$ cat config.mk
export PLATFORM = sky130hd
export DESIGN_NAME = vsync_field_extract
export DESIGN_NICKNAME = d
export VERILOG_FILES = /design/src/rtl/vsx_pkg.sv /design/src/rtl/vsx_pulse_meas.sv /design/src/rtl/vsx_vert_ctl.sv /design/src/rtl/vsx_porch_gate.sv /design/src/rtl/vsync_field_extract.sv
export SDC_FILE = /design/constraint.sdc
export NUM_CORES = 1
export LEC_CHECK = 0
export ABC_CLOCK_PERIOD_IN_PS = 6600
export BUFFER_PORTS_ARGS = -buffer_cell sky130_fd_sc_hd__buf_4
export CAP_MARGIN = 25
export CORE_MARGIN = 2
export CORE_UTILIZATION = 50
export DETAILED_ROUTE_END_ITERATION = 8
export PLACE_DENSITY_LB_ADDON = 0.25
export SKIP_CTS_REPAIR_TIMING = 1
export SYNTH_ARGS = -nofsm -noshare
export SYNTH_HDL_FRONTEND = slang
export SYNTH_HIERARCHICAL = 1
export SYNTH_SLANG_ARGS = --single-unit
$ cat constraint.sdc
create_clock -name clk -period 6.6 [get_ports clk]
set_clock_uncertainty 0.1 [all_clocks]
set_input_delay 0.99 -clock clk [delete_from_list [all_inputs] [get_ports clk]]
set_output_delay 0.99 -clock clk [all_outputs]
set_load 0.02 [all_outputs]
$ cat src/rtl/vsx_pkg.sv
package vsx_pkg;
  typedef enum logic [1:0] {
    PK_NONE  = 2'd0,
    PK_EQ    = 2'd1,
    PK_LINE  = 2'd2,
    PK_BROAD = 2'd3
  } pulse_kind_t;
endpackage

$ cat src/rtl/vsx_pulse_meas.sv
module vsx_pulse_meas
  import vsx_pkg::*;
#(
  parameter int CW       = 11,
  parameter int EQ_MAX   = 8,
  parameter int LINE_MAX = 20
) (
  input  logic          clk,
  input  logic          rst,
  input  logic          sync_n_in,
  output logic          cur_n,
  output logic          prev_n,
  output logic [CW-1:0] low_len,
  output logic [CW-1:0] gap,
  output pulse_kind_t   kind
);
  localparam logic [CW-1:0] EQ_LIM = CW'(EQ_MAX);
  localparam logic [CW-1:0] LN_LIM = CW'(LINE_MAX);
  localparam logic [CW-1:0] SAT    = '1;

  logic [CW-1:0] gap_cnt;
  logic          fall_stb;
  logic          rise_stb;

  assign fall_stb = !cur_n && prev_n;
  assign rise_stb = cur_n && !prev_n;

  always_ff @(posedge clk) begin
    if (rst) begin
      cur_n   <= 1'b1;
      prev_n  <= 1'b1;
      low_len <= '0;
      gap     <= '0;
      gap_cnt <= '0;
    end else begin
      cur_n  <= sync_n_in;
      prev_n <= cur_n;
      if (!cur_n) begin
        if (prev_n)            low_len <= CW'(1);
        else if (low_len != SAT) low_len <= low_len + CW'(1);
      end
      if (fall_stb) begin
        gap     <= gap_cnt;
        gap_cnt <= CW'(1);
      end else if (gap_cnt != SAT) begin
        gap_cnt <= gap_cnt + CW'(1);
      end
    end
  end

  always_comb begin
    if (!rise_stb)            kind = PK_NONE;
    else if (low_len < EQ_LIM)  kind = PK_EQ;
    else if (low_len <= LN_LIM) kind = PK_LINE;
    else                      kind = PK_BROAD;
  end

  assert_csync_follow_R1: assert property (@(posedge clk) disable iff (rst)
    $past(!rst) |-> cur_n == $past(sync_n_in));
endmodule

$ cat src/rtl/vsx_vert_ctl.sv
module vsx_vert_ctl
  import vsx_pkg::*;
#(
  parameter int CW         = 11,
  parameter int LINE_CYC   = 128,
  parameter int PRE_EQ_MIN = 3,
  parameter int DEF_DLY    = 124,
  parameter int VS_W       = 460
) (
  input  logic          clk,
  input  logic          rst,
  input  logic          cur_n,
  input  logic          prev_n,
  input  logic [CW-1:0] low_len,
  input  logic [CW-1:0] gap,
  input  pulse_kind_t   kind,
  output logic          vsync_n,
  output logic          field_odd
);
  localparam int            RW       = $clog2(PRE_EQ_MIN + 1) + 1;
  localparam logic [CW-1:0] HALF_THR = CW'((LINE_CYC * 3) / 4);
  localparam logic [CW-1:0] DEF_M1   = CW'(DEF_DLY - 1);
  localparam logic [CW-1:0] VS_LOAD  = CW'(VS_W - 1);
  localparam logic [RW-1:0] RUN_MIN  = RW'(PRE_EQ_MIN);

  pulse_kind_t   last_kind;
  logic [RW-1:0] eq_run;
  logic          par_cand;
  logic [CW-1:0] vs_cnt;
  logic          trig_norm, trig_def, busy, fire;

  assign busy      = !vsync_n;
  assign trig_norm = (kind == PK_BROAD) && (eq_run >= RUN_MIN);
  assign trig_def  = !cur_n && !prev_n && (low_len == DEF_M1);
  assign fire      = (trig_norm || trig_def) && !busy;

  always_ff @(posedge clk) begin
    if (rst) begin
      last_kind <= PK_NONE;
      eq_run    <= '0;
      par_cand  <= 1'b1;
    end else if (kind != PK_NONE) begin
      last_kind <= kind;
      if (kind == PK_EQ) begin
        if (last_kind == PK_LINE) begin
          eq_run   <= RW'(1);
          par_cand <= (gap >= HALF_THR);
        end else if (last_kind == PK_EQ && gap < HALF_THR) begin
          if (eq_run < RUN_MIN) eq_run <= eq_run + RW'(1);
        end else begin
          eq_run <= RW'(1);
        end
      end else begin
        eq_run <= '0;
      end
    end
  end

  always_ff @(posedge clk) begin
    if (rst) begin
      vsync_n   <= 1'b1;
      field_odd <= 1'b1;
      vs_cnt    <= '0;
    end else if (fire) begin
      vsync_n <= 1'b0;
      vs_cnt  <= VS_LOAD;
      if (trig_norm) field_odd <= par_cand;
    end else if (busy) begin
      if (vs_cnt != '0) vs_cnt  <= vs_cnt - CW'(1);
      else              vsync_n <= 1'b1;
    end
  end

  assert_vs_hold_R6: assert property (@(posedge clk) disable iff (rst)
    (!vsync_n && vs_cnt != '0) |=> !vsync_n);
  assert_no_retrigger_R7: assert property (@(posedge clk) disable iff (rst)
    (!vsync_n && vs_cnt != '0) |=> vs_cnt == $past(vs_cnt) - CW'(1));
  assert_field_at_vs_R9: assert property (@(posedge clk) disable iff (rst)
    !$stable(field_odd) |-> $fell(vsync_n));
endmodule

$ cat src/rtl/vsx_porch_gate.sv
module vsx_porch_gate
  import vsx_pkg::*;
#(
  parameter int CW     = 11,
  parameter int BP_DLY = 1,
  parameter int BP_W   = 7
) (
  input  logic        clk,
  input  logic        rst,
  input  pulse_kind_t kind,
  output logic        bp_gate_n
);
  localparam logic [CW-1:0] TOT  = CW'(BP_DLY + BP_W);
  localparam logic [CW-1:0] WLIM = CW'(BP_W);

  logic [CW-1:0] bp_cnt, nxt;

  always_comb begin
    if (kind == PK_LINE)    nxt = TOT;
    else if (bp_cnt != '0)  nxt = bp_cnt - CW'(1);
    else                    nxt = '0;
  end

  always_ff @(posedge clk) begin
    if (rst) begin
      bp_cnt    <= '0;
      bp_gate_n <= 1'b1;
    end else begin
      bp_cnt    <= nxt;
      bp_gate_n <= !((nxt != '0) && (nxt <= WLIM));
    end
  end

  assert_gate_line_only_R11: assert property (@(posedge clk) disable iff (rst)
    (kind != PK_LINE && bp_cnt == '0) |=> bp_gate_n);
endmodule

$ cat src/rtl/vsync_field_extract.sv
module vsync_field_extract
  import vsx_pkg::*;
#(
  parameter int LINE_CYC   = 128,
  parameter int EQ_MAX     = 8,
  parameter int LINE_MAX   = 20,
  parameter int PRE_EQ_MIN = 3,
  parameter int DEF_DLY    = 124,
  parameter int VS_W       = 460,
  parameter int BP_DLY     = 1,
  parameter int BP_W       = 7
) (
  input  logic clk,
  input  logic rst,
  input  logic sync_n_in,
  output logic csync_n,
  output logic vsync_n,
  output logic field_odd,
  output logic bp_gate_n
);
  localparam int CW = $clog2(VS_W + 2 * LINE_CYC + DEF_DLY) + 1;

  logic          prev_n;
  logic [CW-1:0] low_len, gap;
  pulse_kind_t   kind;

  vsx_pulse_meas #(.CW(CW), .EQ_MAX(EQ_MAX), .LINE_MAX(LINE_MAX)) u_meas (
    .clk(clk), .rst(rst), .sync_n_in(sync_n_in),
    .cur_n(csync_n), .prev_n(prev_n), .low_len(low_len), .gap(gap), .kind(kind)
  );

  vsx_vert_ctl #(.CW(CW), .LINE_CYC(LINE_CYC), .PRE_EQ_MIN(PRE_EQ_MIN),
                 .DEF_DLY(DEF_DLY), .VS_W(VS_W)) u_vert (
    .clk(clk), .rst(rst), .cur_n(csync_n), .prev_n(prev_n),
    .low_len(low_len), .gap(gap), .kind(kind),
    .vsync_n(vsync_n), .field_odd(field_odd)
  );

  vsx_porch_gate #(.CW(CW), .BP_DLY(BP_DLY), .BP_W(BP_W)) u_porch (
    .clk(clk), .rst(rst), .kind(kind), .bp_gate_n(bp_gate_n)
  );
endmodule

* Word level (Yosys, flattened, before mapping)
Cells that the tools add are included.
** Storage, ports and cells
- Input bits :: 3
- Output and inout port bits :: 4
- Word-level logic and storage cells :: 85
- Register bits after elaboration :: 66
** Cells by class
- Equality and inequality tests :: 10
- Reductions and logical operators :: 27
- $add $sub $neg :: 5
- Bitwise logic cells :: 2
- Muxes and demuxes :: 19
- Magnitude comparators :: 7
** Operators by type and width (number)
- $mux 11 :: 4
- $reduce_bool 11->1 :: 3
- $mux 9 :: 3
- $add 11x1->11 const B :: 2
- $ne 11x11->1 const B :: 2
- $sub 11x1->11 const B :: 2
- $mux 3 :: 4
- $eq 11x7->1 const B :: 1
- $ge 11x7->1 const B :: 1
- $le 11x3->1 const B :: 1
- $le 11x5->1 const B :: 1
- $lt 11x4->1 const B :: 1
- $lt 11x7->1 const B :: 1
- $reduce_and 2->1 :: 5
- $logic_and 1x1->1 :: 8
- $reduce_bool 2->1 :: 4
- $eq 2x2->1 const B :: 3
- $mux 1 :: 6
- $eq 2x1->1 const B :: 2
- $mux 2 :: 2
- $ne 4x4->1 const B :: 1
- $reduce_or 2->1 :: 2
- $add 3x1->3 const B :: 1
- $ge 3x2->1 const B :: 1
- 6 further kinds :: 9

* Longest topological paths before layout
Gate-level depths: netlist (run 1).
- Depth after elaboration :: 10
- Depth in mapped cells :: 9

* Modules after synthesis
The synthesis (run 1) kept the hierarchy.
** Modules (own cells, without submodules)
- vsx_pulse_meas :: cells each 198, area each 1656.6 µm², instances 1
- vsx_vert_ctl :: cells each 111, area each 1008.5 µm², instances 1
- vsx_porch_gate :: cells each 81, area each 705.7 µm², instances 1

* Worst setup path before layout (run 1)
Ideal clock, no wire load.
- Path type :: register to register
- Start point :: register u_porch.bp_cnt[0]
- End point :: register u_porch.bp_gate_n
- Data required time :: 6.435 ns
- Buffers on the path :: 2
- Arrival :: 2.039 ns
- Slack :: 4.396 ns
- Clock period less this slack :: 2.204 ns
- Library setup time :: 0.065 ns
- Stages on the path, launching flop included :: 10
- Path through :: dfxtp_1 inv_1 ha_1 buf_6 or3b_1 buf_6 or4_4 o21ai_4 nor4b_1 nand4b_1
** Between the ends
- Longest elaborated chain between the ends :: 6
- Elaborated cells between the ends (all ways) :: 8
** Ends and longest elaborated chain
- start, declared :: RTL line vsx_porch_gate.sv:16 : logic [CW-1:0] bp_cnt, nxt;
- start signal, assigned :: RTL line vsx_porch_gate.sv:29 : bp_cnt <= nxt;
- $sub 11x1->11 or $reduce_bool 11->1 (tied branches) :: RTL line vsx_porch_gate.sv:20 : else if (bp_cnt != '0) nxt = bp_cnt - CW'(1);
- $mux 11 (*) :: RTL line vsx_porch_gate.sv:20
- $mux 11 (*) :: RTL line vsx_porch_gate.sv:19 : if (kind == PK_LINE) nxt = TOT;
- $le 11x3->1 or $reduce_bool 11->1 (tied branches) :: RTL line vsx_porch_gate.sv:30 : bp_gate_n <= !((nxt != '0) && (nxt <= WLIM));
- $logic_and 1x1->1 (*) :: RTL line vsx_porch_gate.sv:30
- $logic_not 1->1 (*) :: RTL line vsx_porch_gate.sv:30
- end signal, assigned :: RTL line vsx_porch_gate.sv:30
- end, declared :: RTL line vsx_porch_gate.sv:11 : output logic bp_gate_n
Mark *: on every way between the ends. The rest lies on a longest branch, timed or not.
A chain may end at the register's enable or synchronous reset.

* Worst setup path in the final report (run 1)
- Start point :: register u_meas.cur_n
- End point :: register u_porch.bp_gate_n
** Between the ends
- Longest elaborated chain between the ends :: 7
- Elaborated cells between the ends (all ways) :: 8
** Ends and longest elaborated chain
- start, declared :: RTL line vsx_pulse_meas.sv:11 : output logic cur_n,
- start signal, assigned :: RTL line vsx_pulse_meas.sv:36 : cur_n <= sync_n_in;
- $logic_and 1x1->1 (*) :: RTL line vsx_pulse_meas.sv:26 : assign rise_stb = cur_n && !prev_n;
- $mux 2 (*) :: RTL line vsx_pulse_meas.sv:52 : if (!rise_stb) kind = PK_NONE;
- via kind[0] :: RTL line vsync_field_extract.sv:25 : pulse_kind_t kind;
- $eq 2x2->1 (*) :: RTL line vsx_porch_gate.sv:19
- $mux 11 (*) :: RTL line vsx_porch_gate.sv:19
- $le 11x3->1 or $reduce_bool 11->1 (tied branches) :: RTL line vsx_porch_gate.sv:30
- $logic_and 1x1->1 (*) :: RTL line vsx_porch_gate.sv:30
- $logic_not 1->1 (*) :: RTL line vsx_porch_gate.sv:30
The timed path passes the listed nets; every way through them passes the cells marked *.

==> reports/summary.txt, run 1 <==
met2 wire len - 2.964 mm
share of cells above drive strength 1 - 13.17%
Clock Pin Slew Worst Setup and Hold Paths - 0.07 ns
CP startpoint - u_meas/cur_n
Max Cap Viol - 0
syn nets - 380
initial core utilization - 51.11%
worst r2r dst - u_porch/bp_gate_n
leakage - 1.207 nW
Die Wd - 84.10 um
DRC - 0
initial antenna violation count - 0
critical path data required time - 6.70 ns
worst hold path type - reg -> reg
status - finished clean
hold_ws - 0.3572 ns
length in cells of the worst reg-to-reg path - 7
Area growth syn-to-layout - 6.357%
Synthesis Warnings - 6
slowest CP cell - nor3_1
largest fanout on the critical path - 14
Max VDD drop - 0.2258 mV
Die Ht - 84.10 um
initial DRC count - 126
cell row count - 29
largest net degree at the start of global routing - 43
final count of hold timing violations - 0
CORE AREA - 0.006277 mm^2
Critical Path AT - 3.04 ns
first-pass GRT wire length - 11.17 mm
WL final - 6.422 mm
Final #Nets - 377
Top Metal Used - met4
hpwl dp - 4.250 mm
Worst R2R Start - u_meas/cur_n
total global routing overflow - 0
Vias - 2683
ratio of routed vias to standard cells - 5.976
CTS sink cnt - 61
hold path depth - 2
flop2flop setup slack - 3.66 ns
CP endpoint - u_porch/bp_gate_n
die area - 0.007073 mm^2
number of global-route vias before repair - 2403
Num CTS Buffers - 9
Worst-Margin Slew - 0.9936 ns
CTS root buffer - clkbuf_8
antenna cells - 0
Peak Freq - 340.3 MHz
CP Capture Type - register
unrepaired setup endpoints after global routing - no
met1 WL - 3.158 mm
crit start category - register
final worst-path cycle share - 44.52%
Syn Inst Count - 370
max incr delay on CP - 0.82 ns
critical path, cell by cell - inv_1 -> nor3_1 -> or2b_2 -> nor2b_1 -> o21ai_4 -> nor4b_1 -> nand4b_1
Rel. slew slack - 33.25%
io pins - 7
Final Setup Violations - 0
met3 routed WL - 204 um
PwrDens - 304.0 mW/mm^2
GRT Total Usage - 19.28%
Max clock buf depth - 2
setup TNS - 0 ns
crit path time final - 2.939 ns
CTS tree - done
I/O Buffers - 6
final antenna-violating net count - 0
Routed WL per cell - 14.30 um
CP Class - reg -> reg
H-tree levels - 3
synthesized area - 0.003208 mm^2
worst skew pair latency - 0.33 ns
Final Max Tran Viols - 0
1st-pass router iterations - 5
GP Congestion - 0.9163
synthesized area per cell - 8.670 um^2
## report_power, final
part / internal [mW] / leakage (nW) / switching [mW]
Clock: 0.210 / 0.105 / 0.143
Combinational: 0.114 / 0.607 / 0.127
Sequential: 0.398 / 0.495 / 0.0460
Total: 0.722 / 1.21 / 0.316
## per-stage QoR
step	power [mW]	cells	utilization [%]	cell area, um^2	worst slack [ns]
6_report	1.037	449	54.36	3412	3.661
4_1_cts	1.047	449	54.36	3412	3.742
2_1_floorplan	0.6679	370	-	3208	4.396
3_3_place_gp	0.6835	433	50.95	3198	3.899
3_5_place_dp	0.6895	433	50.95	3198	3.760
5_1_grt	1.100	449	54.36	3412	3.414
## how the worst min path moves through the flow
stage	startpoint	end	slack [ns]
2_1_floorplan	u_meas/gap[8]	u_meas/gap[8]	0.34
3_3_place_gp	u_meas/gap[5]	u_meas/gap[5]	0.34
3_5_place_dp	u_meas/gap[5]	u_meas/gap[5]	0.35
4_1_cts	u_meas/gap[5]	u_meas/gap[5]	0.36
5_1_grt	u_meas/gap[10]	u_meas/gap[10]	0.39
6_report	u_meas/gap[5]	u_meas/gap[5]	0.36
## registers in the layout (all words and copies together) (netlist names)
register,cells
u_meas/gap,6
u_meas/gap_cnt,11
u_vert/par_cand,1
u_vert/last_kind,2
u_porch/bp_cnt,11
u_vert/vsync_n,1
u_vert/eq_run,3
u_meas/cur_n,1
u_meas/prev_n,1
u_meas/low_len,11
u_porch/bp_gate_n,1
u_vert/field_odd,1
u_vert/vs_cnt,11
## critical path: cells and delay by family (launching register included)
kind	cells	cell delay (ns)
buffers and inverters	1	0.15
AO/OA/AOI/OAI	1	0.16
AND/OR/NAND/NOR	5	1.83
flip-flops	1	0.57
## final cells by class
cell class	instances	area (um^2)
inverters	13	48.80
well taps	77	96.34
repair buffers	6	45.04
flip-flops and latches	61	1221
clock buffers	9	123.9
clock inverters	7	90.09
multi-input cells	276	1787
fillers	590	2865
## placed cells by master, fill, tap and decap left out, types with 3 or more instances in the layout
cell and instances:
a31oi_1 11, and3_1 8, nor2_1 30, nor2b_1 4, dfxtp_1 61, a211o_1 4
nand4_1 8, buf_4 6, nand2b_1 5, nand2_1 30, ha_1 7, or3_1 7
inv_1 13, xnor2_1 12, nor4b_1 3, clkbuf_8 9, or2_2 5, nand3b_1 4
nor3_1 10, or4_4 3, nand3_1 10, o311ai_0 3, nor4_1 7, clkinv_2 3
or4_1 3, xor2_1 3, nand4b_1 4, o31ai_1 3, o21ai_0 18, a21oi_1 31
a211oi_1 4
## metal layers
metal	vias to the layer above	GRT usage, %
met3	13	6.330
met1	1277	25.12
met4	0	6.012
met2	31	30.38
li1	1362	-
met5	-	0
Power figures use the tool's default switching activity.
==> run 2, diff against run 1 <==
- ABC_AREA: default -> 1
- ABC_CLOCK_PERIOD_IN_PS: 6600 -> 2800
- clock period: 6.6 -> 2.8 ns (I/O delays scaled with it)
==> run 2 against run 1 <==
Net effect: fmax rose by 37%; first-iteration DRC count is 34% higher; clock power up 120%; cell count is 37% higher; critical endpoint is now u_vert/vs_cnt[3]; core utilization increased by 0.76 points; global-route usage rose by 1.2 points; sequential share of layout area fell by 3.0 points; die area rose by 7.4%; worst hold slack lost 0.20 ns; synthesized area increased by 7.8%; routed wire length is 13% higher.
==> reports/summary.txt, run 2 <==
max incr delay on CP - 0.45 ns (-0.37 ns)
largest fanout on the critical path - 7 (-7)
GP Congestion - 0.9234 (+0.77%)
Num CTS Buffers - 9 (unchanged)
Die Wd - 87.17 um (+3.6%)
critical path data required time - 2.97 ns (-3.73 ns)
CTS root buffer - clkbuf_8
Filler cells - 647 (+9.7%)
Max Cap Viol - 0 (unchanged)
leakage - 1.673 nW (+39%)
Clock Pin Slew Worst Setup and Hold Paths - 0.07 ns (about the same)
CP Capture Type - register
setup TNS - 0 ns (unchanged)
final count of hold timing violations - 0 (unchanged)
commonest non-fill, non-tap cells in the layout - nand2_1, nor2_1, inv_1
antenna cells - 0 (unchanged)
Final #Nets - 540 (+43%)
hold path depth - 2 (unchanged)
GRT Total Usage - 20.49% (+1.2 points)
cell row count - 30 (+3.4%)
unrepaired setup endpoints after global routing - no
worst min-delay path startpoint - sync_n_in
Worst-Margin Slew - 0.4863 ns (-0.5073 ns)
Syn Inst Count - 523 (+41%)
worst skew pair latency - 0.34 ns (about the same)
die area - 0.007598 mm^2 (+7.4%)
Die Ht - 87.17 um (+3.6%)
CTS tree - done
largest net degree at the start of global routing - 31 (-28%)
synthesized area - 0.003458 mm^2 (+7.8%)
io pins - 7 (unchanged)
critical path, cell by cell - nand2_1 -> inv_1 -> nor2_1 -> a31oi_1 -> inv_1 -> nor3_2 -> nand2_2 -> and2_1 -> nand2_1 -> inv_2 -> a21oi_1
P_sw - 0.8913 mW (+180%)
Placed Area - 0.003532 mm^2 (+10%)
Peak Freq - 464.6 MHz (+37%)
Power Total - 2.529 mW (+140%)
slowest CP cell - dfxtp_1
CORE AREA - 0.006756 mm^2 (+7.6%)
Comb pwr share - 28.7% (+5.5 points)
CP Class - reg -> reg
initial antenna violation count - 0 (unchanged)
worst hold path type - in -> reg
worst r2r dst - u_vert/vs_cnt[3]
hpwl dp - 5.132 mm (+21%)
Routed WL per cell - 11.83 um (-17%)
initial DRC count - 169 (+34%)
Clk pwr share - 30.6% (-3.4 points)
syn nets - 533 (+40%)
CTS sink cnt - 61 (unchanged)
WL final - 7.273 mm (+13%)
Final Setup Violations - 0 (unchanged)
Critical Path AT - 2.32 ns (-0.72 ns)
initial core utilization - 51.19% (+0.079 points)
Final Cell Area - 0.003724 mm^2 (+9.1%)
final worst-path cycle share - 76.87% (+32 points)
Max clock buf depth - 2 (unchanged)
internal power - 1.638 mW (+130%)
PwrDens - 679.3 mW/mm^2 (+120%)
crit start category - register
number of global-route vias before repair - 2818 (+17%)
Area growth syn-to-layout - 7.670%
total global routing overflow - 0 (unchanged)
share of cells above drive strength 1 - 11.40% (-1.8 points)
Rel. slew slack - 67.54% (+34 points)
final antenna-violating net count - 0 (unchanged)
Synthesis Warnings - 6 (unchanged)
length in cells of the worst reg-to-reg path - 11 (+4)
crit path time final - 2.152 ns (-0.7863 ns)
DRC - 0 (unchanged)
commonest non-fill, non-tap cell in the layout - nand2_1
Final Max Tran Viols - 0 (unchanged)
I/O Buffers - 6 (unchanged)
Max VDD drop - 0.3776 mV (+67%)
Worst Hold Path EP - u_meas/cur_n
Switching Fraction - 35.24% (+4.8 points)
first-pass GRT wire length - 12.45 mm (+11%)
flop2flop setup slack - 0.65 ns (-3.01 ns)
Reg power frac - 40.7% (-2.1 points)
H-tree levels - 3 (unchanged)
ratio of routed vias to standard cells - 5.193 (-13%)
Worst R2R Start - u_meas/low_len[3]
1st-pass router iterations - 4 (-1)
status - finished clean
synthesized area per cell - 6.612 um^2 (-24%)
Util after Layout - 55.11% (+0.76 points)
Vias - 3194 (+19%)
run 2: through the flow:
step / setup WS [ns] / hold WS (ns) / std cells
floorplan: 0.8943 / 0.3013 / 523
global placement: 0.7681 / 0.3085 / 599
detailed placement: 0.6963 / 0.3121 / 599
CTS: 0.6477 / 0.1453 / 615
global route: 0.3728 / 0.1378 / 615
finish: 0.6476 / 0.1571 / 615
run 2: power groups by stage:
stage	Clock [mW]	Combinational, mW	Sequential [mW]
floorplan	0	0.588	1.04
global placement	0	0.719	1.05
detailed placement	0	0.723	1.05
CTS	0.792	0.728	1.03
global route	0.840	0.833	1.04
finish	0.774	0.725	1.03
run 2: final cells by class:
cell class	count	area [um^2]	share of cell area [%]
Sequential cell	61	1221	32.80
Inverter	72	270.3	7.258
Tap cell	80	100.1	2.688
Clock inverter	5	50.05	1.344
Timing Repair Buffer	7	52.55	1.411
Clock buffer	11	141.4	3.797
Multi-Input combinational cell	379	1888	50.71
run 2: routing by layer:
layer / share of wire [%] / wire (um) / track usage (%) / vias up
li1: - / - / - / 1688
met1: 50 / 3646 / 28.02 / 1439
met2: 44 / 3218 / 31.78 / 55
met3: 4.0 / 291 / 4.550 / 12
met4: 1.6 / 116 / 7.413 / 0
met5: 0 / 0 / 0 / -
run 2: how the worst max path moves through the flow:
stage | startpoint | to | slack [ns] | cells after the start
floorplan | u_meas/low_len[3] | u_vert/vs_cnt[3] | 0.89 | 12
global placement | u_meas/low_len[4] | u_vert/vs_cnt[3] | 0.77 | 11
detailed placement | u_meas/low_len[3] | u_vert/vs_cnt[3] | 0.70 | 11
CTS | u_meas/low_len[3] | u_vert/vs_cnt[3] | 0.65 | 11
global route | u_meas/low_len[3] | u_vert/vs_cnt[3] | 0.37 | 11
finish | u_meas/low_len[3] | u_vert/vs_cnt[3] | 0.65 | 11
run 2: worst max-delay path, delay by kind of cell, from the launching register on:
kind                   cells  cell delay, ns
AO/OA/AOI/OAI              2            0.37
buffers and inverters      3            0.26
AND/OR/NAND/NOR            6            0.91
flip-flops                 1            0.45
